===== config.mk =====
export PLATFORM = sky130hd
export DESIGN_NAME = sreg_master
export DESIGN_NICKNAME = d
export VERILOG_FILES = /design/src/rtl/sreg_pkg.sv /design/src/rtl/sreg_tick.sv /design/src/rtl/sreg_capture.sv /design/src/rtl/sreg_master.sv
export SDC_FILE = /design/constraint.sdc
export NUM_CORES = 1
export LEC_CHECK = 0
export ABC_AREA = 1
export CAP_MARGIN = 20
export CORE_MARGIN = 1.5
export CORE_UTILIZATION = 45
export CTS_BUF_LIST = sky130_fd_sc_hd__clkbuf_4
export DETAILED_ROUTE_END_ITERATION = 10
export PLACE_DENSITY = 0.67
export SYNTH_ARGS = -nofsm -noshare
export SYNTH_HDL_FRONTEND = slang
export SYNTH_SLANG_ARGS = --single-unit

===== constraint.sdc =====
create_clock -name clk -period 1.96 [get_ports clk]
set_clock_uncertainty 0.1 [all_clocks]
set_input_delay 0.392 -clock clk [delete_from_list [all_inputs] [get_ports clk]]
set_output_delay 0.392 -clock clk [all_outputs]
set_load 0.005 [all_outputs]

===== src/rtl/sreg_pkg.sv =====
package sreg_pkg;
  typedef enum logic [1:0] {
    ST_IDLE = 2'd0,
    ST_RUN  = 2'd1,
    ST_TAIL = 2'd2
  } sreg_state_e;
endpackage


===== src/rtl/sreg_tick.sv =====
module sreg_tick #(
  parameter int HALF_DIV = 2
) (
  input  logic clk,
  input  logic rst,
  input  logic run,
  output logic tick
);
  localparam int CW = (HALF_DIV > 1) ? $clog2(HALF_DIV) : 1;
  localparam logic [CW-1:0] LAST = CW'(HALF_DIV - 1);

  logic [CW-1:0] cnt;

  assign tick = run && (cnt == LAST);

  always_ff @(posedge clk) begin
    if (rst || !run || tick) cnt <= '0;
    else                     cnt <= cnt + 1'b1;
  end
endmodule


===== src/rtl/sreg_capture.sv =====
module sreg_capture #(
  parameter int W  = 8,
  parameter int IW = 3
) (
  input  logic          clk,
  input  logic          rst,
  input  logic          clr,
  input  logic          en,
  input  logic [IW-1:0] idx,
  input  logic          sdi,
  output logic [W-1:0]  data
);
  always_ff @(posedge clk) begin
    if (rst || clr) data <= '0;
    else if (en)    data[idx] <= sdi;
  end
endmodule


===== src/rtl/sreg_master.sv =====
module sreg_master #(
  parameter int HALF_DIV  = 2,
  parameter int ADDR_W    = 4,
  parameter int WDATA_W   = 5,
  parameter int AFIELD_W  = 7,
  parameter int DFIELD_W  = 8
) (
  input  logic                clk,
  input  logic                rst,
  input  logic                start,
  input  logic                is_read,
  input  logic [ADDR_W-1:0]   addr,
  input  logic [DFIELD_W-1:0] wdata,
  input  logic                sdi,
  output logic                cs,
  output logic                sclk,
  output logic                sdo,
  output logic                busy,
  output logic                done,
  output logic [DFIELD_W-1:0] rdata
);
  import sreg_pkg::*;

  localparam int FRAME_BITS = 1 + AFIELD_W + DFIELD_W;
  localparam int PW         = $clog2(2 * FRAME_BITS);
  localparam int BW         = PW - 1;
  localparam int DIW        = (DFIELD_W > 1) ? $clog2(DFIELD_W) : 1;
  localparam logic [PW-1:0] LAST_PHASE = PW'(2 * FRAME_BITS - 1);
  localparam logic [BW-1:0] DSTART     = BW'(1 + AFIELD_W);

  // Serial position i of the frame is bit i of the result.
  function automatic logic [FRAME_BITS-1:0] build_frame(
    input logic                rw,
    input logic [ADDR_W-1:0]   a,
    input logic [DFIELD_W-1:0] d
  );
    logic [FRAME_BITS-1:0] f;
    f    = '0;
    f[0] = rw;
    for (int i = 0; i < ADDR_W; i++) f[1 + i] = a[i];
    if (!rw)
      for (int i = 0; i < WDATA_W; i++) f[1 + AFIELD_W + i] = d[i];
    return f;
  endfunction

  sreg_state_e           state;
  logic [PW-1:0]         phase;
  logic [FRAME_BITS-1:0] frame_q;
  logic                  rd_q;
  logic                  tick;
  logic [DFIELD_W-1:0]   rx;

  // named internal events
  wire           accept    = (state == ST_IDLE) && start;
  wire           in_run    = (state == ST_RUN);
  wire [BW-1:0]  cur_bit   = phase[PW-1:1];
  wire           in_data   = (cur_bit >= DSTART);
  wire           frame_end = in_run && tick && (phase == LAST_PHASE);
  wire           tail_end  = (state == ST_TAIL) && tick;
  wire           sample_en = in_run && tick && phase[0] && rd_q && in_data;
  wire [BW-1:0]  cap_off   = cur_bit - DSTART;
  wire [DIW-1:0] cap_idx   = cap_off[DIW-1:0];

  sreg_tick #(.HALF_DIV(HALF_DIV)) u_tick (
    .clk (clk),
    .rst (rst),
    .run (state != ST_IDLE),
    .tick(tick)
  );

  sreg_capture #(.W(DFIELD_W), .IW(DIW)) u_cap (
    .clk (clk),
    .rst (rst),
    .clr (accept),
    .en  (sample_en),
    .idx (cap_idx),
    .sdi (sdi),
    .data(rx)
  );

  always_ff @(posedge clk) begin
    if (rst) begin
      state   <= ST_IDLE;
      phase   <= '0;
      frame_q <= '0;
      rd_q    <= 1'b0;
      done    <= 1'b0;
      rdata   <= '0;
    end else begin
      done <= 1'b0;
      unique case (state)
        ST_IDLE: if (start) begin
          state   <= ST_RUN;
          phase   <= '0;
          frame_q <= build_frame(is_read, addr, wdata);
          rd_q    <= is_read;
        end
        ST_RUN: if (tick) begin
          if (phase == LAST_PHASE) state <= ST_TAIL;
          else                     phase <= phase + 1'b1;
        end
        ST_TAIL: if (tick) begin
          state <= ST_IDLE;
          done  <= 1'b1;
          if (rd_q) rdata <= rx;
        end
        default: state <= ST_IDLE;
      endcase
    end
  end

  assign cs   = (state != ST_IDLE);
  assign busy = cs;
  assign sclk = in_run && phase[0];
  assign sdo  = in_run && frame_q[cur_bit];

  // ---------------- assertions ----------------
  logic          sclk_d;
  logic [PW:0]   pulse_cnt;
  always_ff @(posedge clk) begin
    if (rst) begin
      sclk_d    <= 1'b0;
      pulse_cnt <= '0;
    end else begin
      sclk_d <= sclk;
      if (accept)             pulse_cnt <= '0;
      else if (sclk && !sclk_d) pulse_cnt <= pulse_cnt + 1'b1;
    end
  end


  idle_quiet_chk: assert property (@(posedge clk) disable iff (rst)
    !cs |-> (!sclk && !sdo));


  frame_len_chk: assert property (@(posedge clk) disable iff (rst)
    done |-> (pulse_cnt == (PW+1)'(FRAME_BITS)));


  done_single_chk: assert property (@(posedge clk) disable iff (rst)
    done |=> !done);


  done_idle_chk: assert property (@(posedge clk) disable iff (rst)
    done |-> !busy);


  op_first_chk: assert property (@(posedge clk) disable iff (rst)
    $rose(cs) |-> (sdo == rd_q));


  read_quiet_chk: assert property (@(posedge clk) disable iff (rst)
    (in_run && rd_q && in_data) |-> !sdo);


  busy_start_chk: assert property (@(posedge clk) disable iff (rst)
    (busy && start) |=> ($stable(rd_q) && $stable(frame_q)));


  rdata_hold_chk: assert property (@(posedge clk) disable iff (rst)
    !(tail_end && rd_q) |=> $stable(rdata));
endmodule


==> impl_metrics.ini, run 1 <==
[outcome]
status = finished clean

[timing]
rsz0062_at_grt = true
tightest_slew_ns = 0.4706
period_needed_ns = 1.912
fin_hold_ws_ns = 0.3746
tns_ns = 0
finalCritPeriodShare = 0.9755
finalMaxSlewViolations = 0
slew_headroom = 0.6846
finalHoldViolCount = 0
setup_slack_ns = 0.04808
max_freq_mhz = 523.0
setup_viol = 0

[power_and_ir_drop]
p_total_w = 0.001571
p_comb_frac = 0.110
p_switching_w = 0.0003693
clkPwrFrac = 0.417
leakagePower_nw = 1.008
p_seq_frac = 0.473
ir_drop_v = 0.0004122
power.share.switching = 0.2351
internal_power_w = 0.001201
p_per_area_nw_per_um2 = 679.2

[grt]
overflow = 0
grt_pass1_vias = 1510
antenna_found_initial = 0
grt_pass1_wl_um = 6851
track_usage = 0.2170
grt_max_degree = 15

[route]
route.detailed.drc = 0
vias_per_cell = 4.813
drt-initial-drc-count = 62
drtAntennaViolNets = 0
finalWirelength_um = 3981
drtPass1Iterations = 4
post_drt_wl_per_cell_um = 11.85
vias = 1617

[final_layout]
drive_above_1_share = 0.2276
num_antenna_cells = 0
n_fill_cell = 305
nNetsFinal = 308
regArea_um2 = 716.9
fin_util = 0.6718
multiInputGateArea_um2 = 865.8
syn2layout_area_growth_pct = 39.68

[setup_path]
worstPathRequired_ns = 1.47
start_kind = flop
path_buf_inv = 3
cp.arrival_ns = 1.42
critPathTopFamily = flip-flops
crit_type = reg -> out
endpoint_kind = output pin
crit_slowest_cell = dfxtp_4
path_cells = inv_4 > buf_4 > nand4_1 > nand2_1 > nor2_1 > nand2_1 > nand2_1 > nor2_2 > clkbuf_2
crit_fanout = 5
path_common_cell = nand2_1
regToRegSetupSlack_ns = 0.06
critPathMaxStageDelay_ns = 0.42

[yosys]
synth-async-reset-ratio = 0
synth_cell_types = 24
synthTopCellsByCount = 60 x nor2_1, 46 x nand2_1, 35 x dfxtp_1
syn-cell-area_um2 = 1655
syn_avg_cell_area_um2 = 6.926
ys_ff_latch = 35
yosys_warnings = 0
synth_edf_count = 0
synth_area_leader_cell = dfxtp_1
yosysSeqAreaShare = 0.4233
synth_top_cell_area_share = 0.4233
ys_dominant_reg_cell = dfxtp_1
synth_area_leaders = dfxtp_1 42%, nor2_1 14%, nand2_1 10%, inv_1 4.8%, o21ai_0 4.2%
synth.net_count = 258
synth.most_common_cell = nor2_1
synthCells = 239

[placement]
port_buffers = 26
gp_congestion = 0.8442
place_hpwl_um = 2823
dp_slack_ns = -0.09142

[clock_tree]
cts_sinks = 35
htreeDepth = 2
clockRootBuffer = clkbuf_4
clk_pin_slew_worst_paths_ns = 0.11
cts_tree = built
clk_latency_ns = 0.34
cts_buffers = 5
cts_buffer_depth = 2

[floorplanning]
dieArea_um2 = 4051
io_pins = 30
coreArea_um2 = 3442
die_h_um = 63.65
placementRows = 21
start_util = 0.4809
die_w_um = 63.65

[run]
drv_cap = 0

[hold_path]
hold_class = reg -> reg
-- worst register-to-register path: stages, from the launching register on --
cell and delay (ns):
dfxtp_4 0.39, buf_8 0.14, buf_6 0.11, ha_2 0.17
inv_1 0.06, nor2_1 0.05, ha_2 0.18, a21oi_2 0.13
nand3_2 0.10, buf_6 0.14, inv_2 0.05, nand2_1 0.05
a21oi_2 0.14
-- flip-flops by register name (all words and copies together), names as in the netlist --
| register | cells |
|---|---|
| frame_q | 10 |
| state | 2 |
| u_tick.cnt | 1 |
| phase | 5 |
| u_cap.data | 8 |
| rdata | 8 |
| done | 1 |
-- stage by stage --
stage / std cells / instance area (µm²)
after floorplan: 239 / 1655
after global placement: 323 / 2069
after detailed placement: 323 / 2069
after CTS: 333 / 2211
after global routing: 336 / 2312
final: 336 / 2312
-- layout by cell type (no fill, tap or decap), types with 3 or more instances in the layout --
cell type,n
nand2_1,46
o21ai_0,12
nor2_1,58
nor3_1,4
nor3_4,3
buf_4,21
nor2_4,4
inv_1,18
dfxtp_4,4
clkdlybuf4s50_1,22
inv_4,3
inv_2,6
a21oi_1,7
dfxtp_1,30
clkbuf_4,5
nand4_1,10
nand3_1,10
-- cell families (layout without fill, tap and decap cells) --
logic type | after synthesis | in the layout | share of synthesized area
xor gates and xnor gates | 1 | 1 | 0.005292
buffers and inverters | 35 | 86 | 0.09297
adders and majority gates | 2 | 2 | 0.01511
and+or+nand+nor | 142 | 142 | 0.3893
AOI/OAI and AO/OA | 24 | 24 | 0.07408
DFF | 35 | 35 | 0.4233
-- power by group through the flow --
stage	registers (W)	clock network, W	logic, W
floorplan	0.000758	0	0.0000950
CTS	0.000744	0.000672	0.000164
finish	0.000742	0.000655	0.000174
global route	0.000745	0.000697	0.000192
global placement	0.000762	0	0.000158
detailed placement	0.000762	0	0.000159
-- area by class of cell --
| cell class | instances | area share |
|---|---|---|
| inverter | 28 | 0.04870 |
| tap | 46 | 0.02489 |
| multi-input combinational | 169 | 0.3745 |
| clock buffer | 5 | 0.01623 |
| clock inverter | 3 | 0.02922 |
| sequential | 35 | 0.3101 |
| timing repair buffer | 50 | 0.1964 |
-- repair_timing --
item / CTS / global route
hold buffers: 0 / 0
setup endpoints to repair: 5 / 7
cloned: 0 / 0
hold endpoints to repair: 0 / 0
pin swaps: 1 / 6
buffers inserted: 2 / 3
resized for setup: 12 / 31
-- worst paths after layout --
| path | end | from | cells after the start |
|---|---|---|---|
| max | sdo | phase[2] | 9 |
| max reg2reg | phase[2] | phase[1] | 12 |
| min reg2reg | frame_q[9] | frame_q[9] | 2 |
| min | frame_q[9] | frame_q[9] | 2 |
-- per-layer routing --
layer / vias to the layer above / GRT usage / routed length [µm]
met2: 36 / 0.3816 / 1879
li1: 858 / - / -
met5: - / 0 / 0
met1: 714 / 0.2625 / 1909
met3: 9 / 0.05357 / 120
met4: 0 / 0.05707 / 71
Power figures use the tool's default switching activity.
==> run 2, diff against run 1 <==
--- a/config.mk
+++ b/config.mk
@@ -6,10 +6,10 @@
 export NUM_CORES = 1
 export LEC_CHECK = 0
 export ABC_AREA = 1
+export ABC_CLOCK_PERIOD_IN_PS = 1960
 export CAP_MARGIN = 20
 export CORE_MARGIN = 1.5
 export CORE_UTILIZATION = 45
-export CTS_BUF_LIST = sky130_fd_sc_hd__clkbuf_4
 export DETAILED_ROUTE_END_ITERATION = 10
 export PLACE_DENSITY = 0.67
 export SYNTH_ARGS = -nofsm -noshare
==> impl_metrics.ini, run 2 (synthesis results as in run 1) <==
[final_layout]
largest_register_ffs = 10
largest-register = frame_q
final_common_cell = nor2_1
drive_above_1_share = 0.1895
n_fill_cell = 325
fin_util = 0.6514
nNetsFinal = 303
syn2layout_area_growth_pct = 35.45
final_area_um2 = 2242
num_antenna_cells = 0
largestRegisters = frame_q x10, rdata x8, u_cap.data x8
layout_common_cells = 58 x nor2_1, 46 x nand2_1, 30 x dfxtp_1

[timing]
tightest_slew_ns = 0.4642
setup_slack_ns = 0.08040
finalMaxSlewViolations = 0
setup_viol = 0
slew_headroom = 0.6889
finalHoldViolCount = 0
fin_hold_ws_ns = 0.3645
period_needed_ns = 1.880
finalCritPeriodShare = 0.9590
max_freq_mhz = 532.0
tns_ns = 0

[floorplanning]
start_util = 0.4809
die_w_um = 63.65
die_h_um = 63.65
placementRows = 21
coreArea_um2 = 3442
dieArea_um2 = 4051
io_pins = 30

[setup_path]
ff2ff_path_depth = 11
path_cells = buf_4 > ha_1 > inv_1 > nor2_1 > ha_1 > a21oi_2 > nand3_1 > buf_4 > inv_1 > nand2_1 > a21oi_1
r2r_start = phase[1]
critPathMaxStageDelay_ns = 0.39
regToRegSetupSlack_ns = 0.08
cp.arrival_ns = 1.99
start_kind = flop
worst_r2r_endpoint = phase[2]
critPathTopFamily = buffers and inverters
crit_fanout = 10
crit_type = reg -> reg
path_buf_inv = 4
worstPathRequired_ns = 2.07
crit_start = phase[1]
crit_slowest_cell = dfxtp_4
endpoint_kind = flop

[route]
vias_per_cell = 4.789
route.detailed.drc = 0
drtPass1Iterations = 4
drtAntennaViolNets = 0
vias = 1585
drt-initial-drc-count = 63
post_drt_wl_per_cell_um = 11.63
finalWirelength_um = 3851

[clock_tree]
clk_pin_slew_worst_paths_ns = 0.07
clockRootBuffer = clkbuf_8
cts_sinks = 35
cts_tree = built
cts_buffers = 5
htreeDepth = 2
clk_latency_ns = 0.29
cts_buffer_depth = 2

[placement]
postPlaceCellArea_um2 = 2069
dp_slack_ns = -0.09142
port_buffers = 26
place_hpwl_um = 2823
gp_congestion = 0.8442

[grt]
track_usage = 0.2172
antenna_found_initial = 0
grt_pass1_vias = 1509
grt_max_degree = 15
grt_pass1_wl_um = 6837
overflow = 0

[hold_path]
hold_path_depth = 2
hold_class = reg -> reg
hold_path.startpoint = frame_q[9]
hold_end = frame_q[9]

[outcome]
status = finished clean

[run]
drv_cap = 0

[power_and_ir_drop]
leakagePower_nw = 0.9745
ir_drop_v = 0.0004483
p_per_area_nw_per_um2 = 751.3
==> run 2: metrics by stage <==
stage,std cells,power [W]
2_1_floorplan,239,0.0008530
6_report,331,0.001684
5_1_grt,331,0.001752
3_3_place_gp,323,0.0009199
4_1_cts,331,0.001700
3_5_place_dp,323,0.0009216
==> run 2: final cells by class <==
class / count / area (µm²) / area share
clock buffer: 5 / 68.82 / 0.03069
clock inverter: 3 / 67.56 / 0.03013
inverter: 28 / 107.6 / 0.04799
multi-input combinational: 169 / 829.5 / 0.3700
sequential: 35 / 714.4 / 0.3186
tap: 46 / 57.56 / 0.02567
timing repair buffer: 45 / 396.6 / 0.1769
==> run 2: worst register-to-register path, cell delays in order (launching register included) <==
cell and delay [ns]:
dfxtp_4 0.39, buf_4 0.15, ha_1 0.18, inv_1 0.06, nor2_1 0.04, ha_1 0.21
a21oi_2 0.15, nand3_1 0.10, buf_4 0.17, inv_1 0.07, nand2_1 0.05, a21oi_1 0.14
==> run 2: power by group <==
group          switching, W  total, W  internal [W]
Sequential        0.0000165  0.000743      0.000727
Clock              0.000274  0.000781      0.000507
Combinational     0.0000873  0.000160     0.0000725
==> run 2: worst max-delay path by stage <==
stage / to / slack, ns / cells past startpoint
after detailed placement: sdo / -0.09 / 6
after floorplan: phase[3] / 0.37 / 10
after CTS: sdo / -0.04 / 9
after global routing: phase[2] / -0.01 / 11
after global placement: sdo / -0.06 / 6
final: phase[2] / 0.08 / 11
==> run 2: what timing repair did <==
| action | CTS | global route |
|---|---|---|
| setup endpoints to repair | 3 | 5 |
| hold buffers | 0 | 0 |
| buffers inserted | 0 | 0 |
| resized for setup | 11 | 9 |
==> run 2: routing by layer <==
layer	track usage	vias to the layer above	routed length, µm
li1	-	847	-
met1	0.2619	702	1838
met2	0.3789	30	1827
met3	0.05357	6	136
met4	0.06522	0	48
met5	0	-	0
==> run 3, diff against run 2 <==
--- a/config.mk
+++ b/config.mk
@@ -10,8 +10,9 @@
 export CAP_MARGIN = 20
 export CORE_MARGIN = 1.5
 export CORE_UTILIZATION = 45
+export CTS_BUF_LIST = sky130_fd_sc_hd__clkbuf_8
 export DETAILED_ROUTE_END_ITERATION = 10
-export PLACE_DENSITY = 0.67
+export PLACE_DENSITY_LB_ADDON = 0.05
 export SYNTH_ARGS = -nofsm -noshare
 export SYNTH_HDL_FRONTEND = slang
 export SYNTH_SLANG_ARGS = --single-unit
==> impl_metrics.ini, run 3 (synthesis results as in run 1) <==
[outcome]
status = finished clean

[grt]
antenna_found_initial = 0
grt_max_degree = 19
track_usage = 0.2064
grt_pass1_wl_um = 6679
overflow = 0
grt_pass1_vias = 1552

[final_layout]
final_common_cell = nor2_1
largest-register = frame_q
layout_common_cells = 58 x nor2_1, 46 x nand2_1, 31 x dfxtp_1
nNetsFinal = 306
fin_cells = 332
drive_above_1_share = 0.1888
largestRegisters = frame_q x10, rdata x8, u_cap.data x8
n_fill_cell = 328
fin_util = 0.6387
syn2layout_area_growth_pct = 32.80
largest_register_ffs = 10
num_antenna_cells = 0

[clock_tree]
clockRootBuffer = clkbuf_8
cts_sinks = 35
clk_pin_slew_worst_paths_ns = 0.07
clk_latency_ns = 0.28
cts_buffers = 5
cts_tree = built
holdBufCountCts = 0
cts_buffer_depth = 2
htreeDepth = 2

[setup_path]
endpoint_kind = output pin
path_buf_inv = 3
crit_fanout = 4
worstPathRequired_ns = 1.47
crit_slowest_cell = clkdlybuf4s50_1
critPathMaxStageDelay_ns = 0.44
path_cells = buf_4 > nor2_4 > inv_2 > clkdlybuf4s50_1
cp.arrival_ns = 1.39
critPathTopFamily = buffers and inverters
start_kind = flop
crit_type = reg -> out

[timing]
setup_viol = 0
finalMaxSlewViolations = 0
finalCritPeriodShare = 0.9615
tightest_slew_ns = 0.4911
period_needed_ns = 1.885
setup_slack_ns = 0.07538
finalHoldViolCount = 0
slew_headroom = 0.6708
fin_hold_ws_ns = 0.3547
max_freq_mhz = 530.6

[route]
drt-initial-drc-count = 69
drtPass1Iterations = 6
met3_length_um = 112
wl_met2_um = 1713
drtAntennaViolNets = 0
finalWirelength_um = 3648
vias_per_cell = 4.880
vias = 1620
route.detailed.drc = 0
post_drt_wl_per_cell_um = 10.99
routed.top_layer = met4
wl_met1_um = 1787

[power_and_ir_drop]
p_per_area_nw_per_um2 = 626.5
clkPwrFrac = 0.337
p_seq_frac = 0.535
leakagePower_nw = 0.9667
p_switching_w = 0.0003381
power.share.switching = 0.2455
p_comb_frac = 0.127
internal_power_w = 0.001039
ir_drop_v = 0.0005555

[floorplanning]
die_h_um = 63.65
die_w_um = 63.65
coreArea_um2 = 3442
start_util = 0.4809
placementRows = 21
io_pins = 30
dieArea_um2 = 4051

[hold_path]
hold_class = reg -> reg

[placement]
place_hpwl_um = 2653
placedCellCount = 325
gp_congestion = 0.8271
port_buffers = 26
dp_slack_ns = -0.08080

[run]
drv_cap = 0
run 3: stage by stage:
step / setup TNS [ns] / area, µm² / power [W]
2_1_floorplan: 0 / 1655 / 0.0008530
3_3_place_gp: -0.06559 / 2085 / 0.0009268
3_5_place_dp: -0.09675 / 2085 / 0.0009283
4_1_cts: 0 / 2183 / 0.001382
5_1_grt: -0.01662 / 2198 / 0.001447
6_report: 0 / 2198 / 0.001377
run 3: tightest hold or removal path, delay by kind of cell (launching register included):
family | cells | cell delay, ns
and+or+nand+nor | 2 | 0.10
DFF | 1 | 0.31
run 3: what timing repair did:
action | in CTS | in global routing
gates resized for setup | 15 | 5
endpoints found under the setup margin | 4 | 6
buffers inserted | 0 | 1
pin swaps | 1 | 1
run 3: power groups by stage:
stage          Clock [W]  Sequential (W)  Combinational, W
3_5_place_dp           0        0.000759          0.000170
6_report        0.000464        0.000737          0.000175
3_3_place_gp           0        0.000758          0.000168
5_1_grt         0.000512        0.000740          0.000196
2_1_floorplan          0        0.000758         0.0000950
4_1_cts         0.000475        0.000737          0.000170
run 3: layer usage:
| layer | up-vias | track usage |
|---|---|---|
| li1 | 853 | - |
| met4 | 0 | 0.05707 |
| met3 | 4 | 0.04821 |
| met2 | 25 | 0.3382 |
| met5 | - | 0 |
| met1 | 738 | 0.2707 |
run 3: layout make-up:
cell class | count | area [µm²] | share of cell area
Inverter | 28 | 107.6 | 0.04895
Clock buffer | 5 | 68.82 | 0.03130
Tap cell | 46 | 57.56 | 0.02618
Timing Repair Buffer | 48 | 419.2 | 0.1907
Multi-Input combinational cell | 169 | 825.8 | 0.3756
Clock inverter | 1 | 3.754 | 0.001707
Sequential cell | 35 | 715.7 | 0.3256
run 3: worst paths after layout:
kind                    from         end  slack, ns  cells past startpoint
setup / recovery    state[0]          cs       0.08                      4
hold / removal    frame_q[9]  frame_q[9]       0.35                      2
setup reg to reg    phase[1]    phase[3]       0.13                     11
hold reg to reg   frame_q[9]  frame_q[9]       0.35                      2
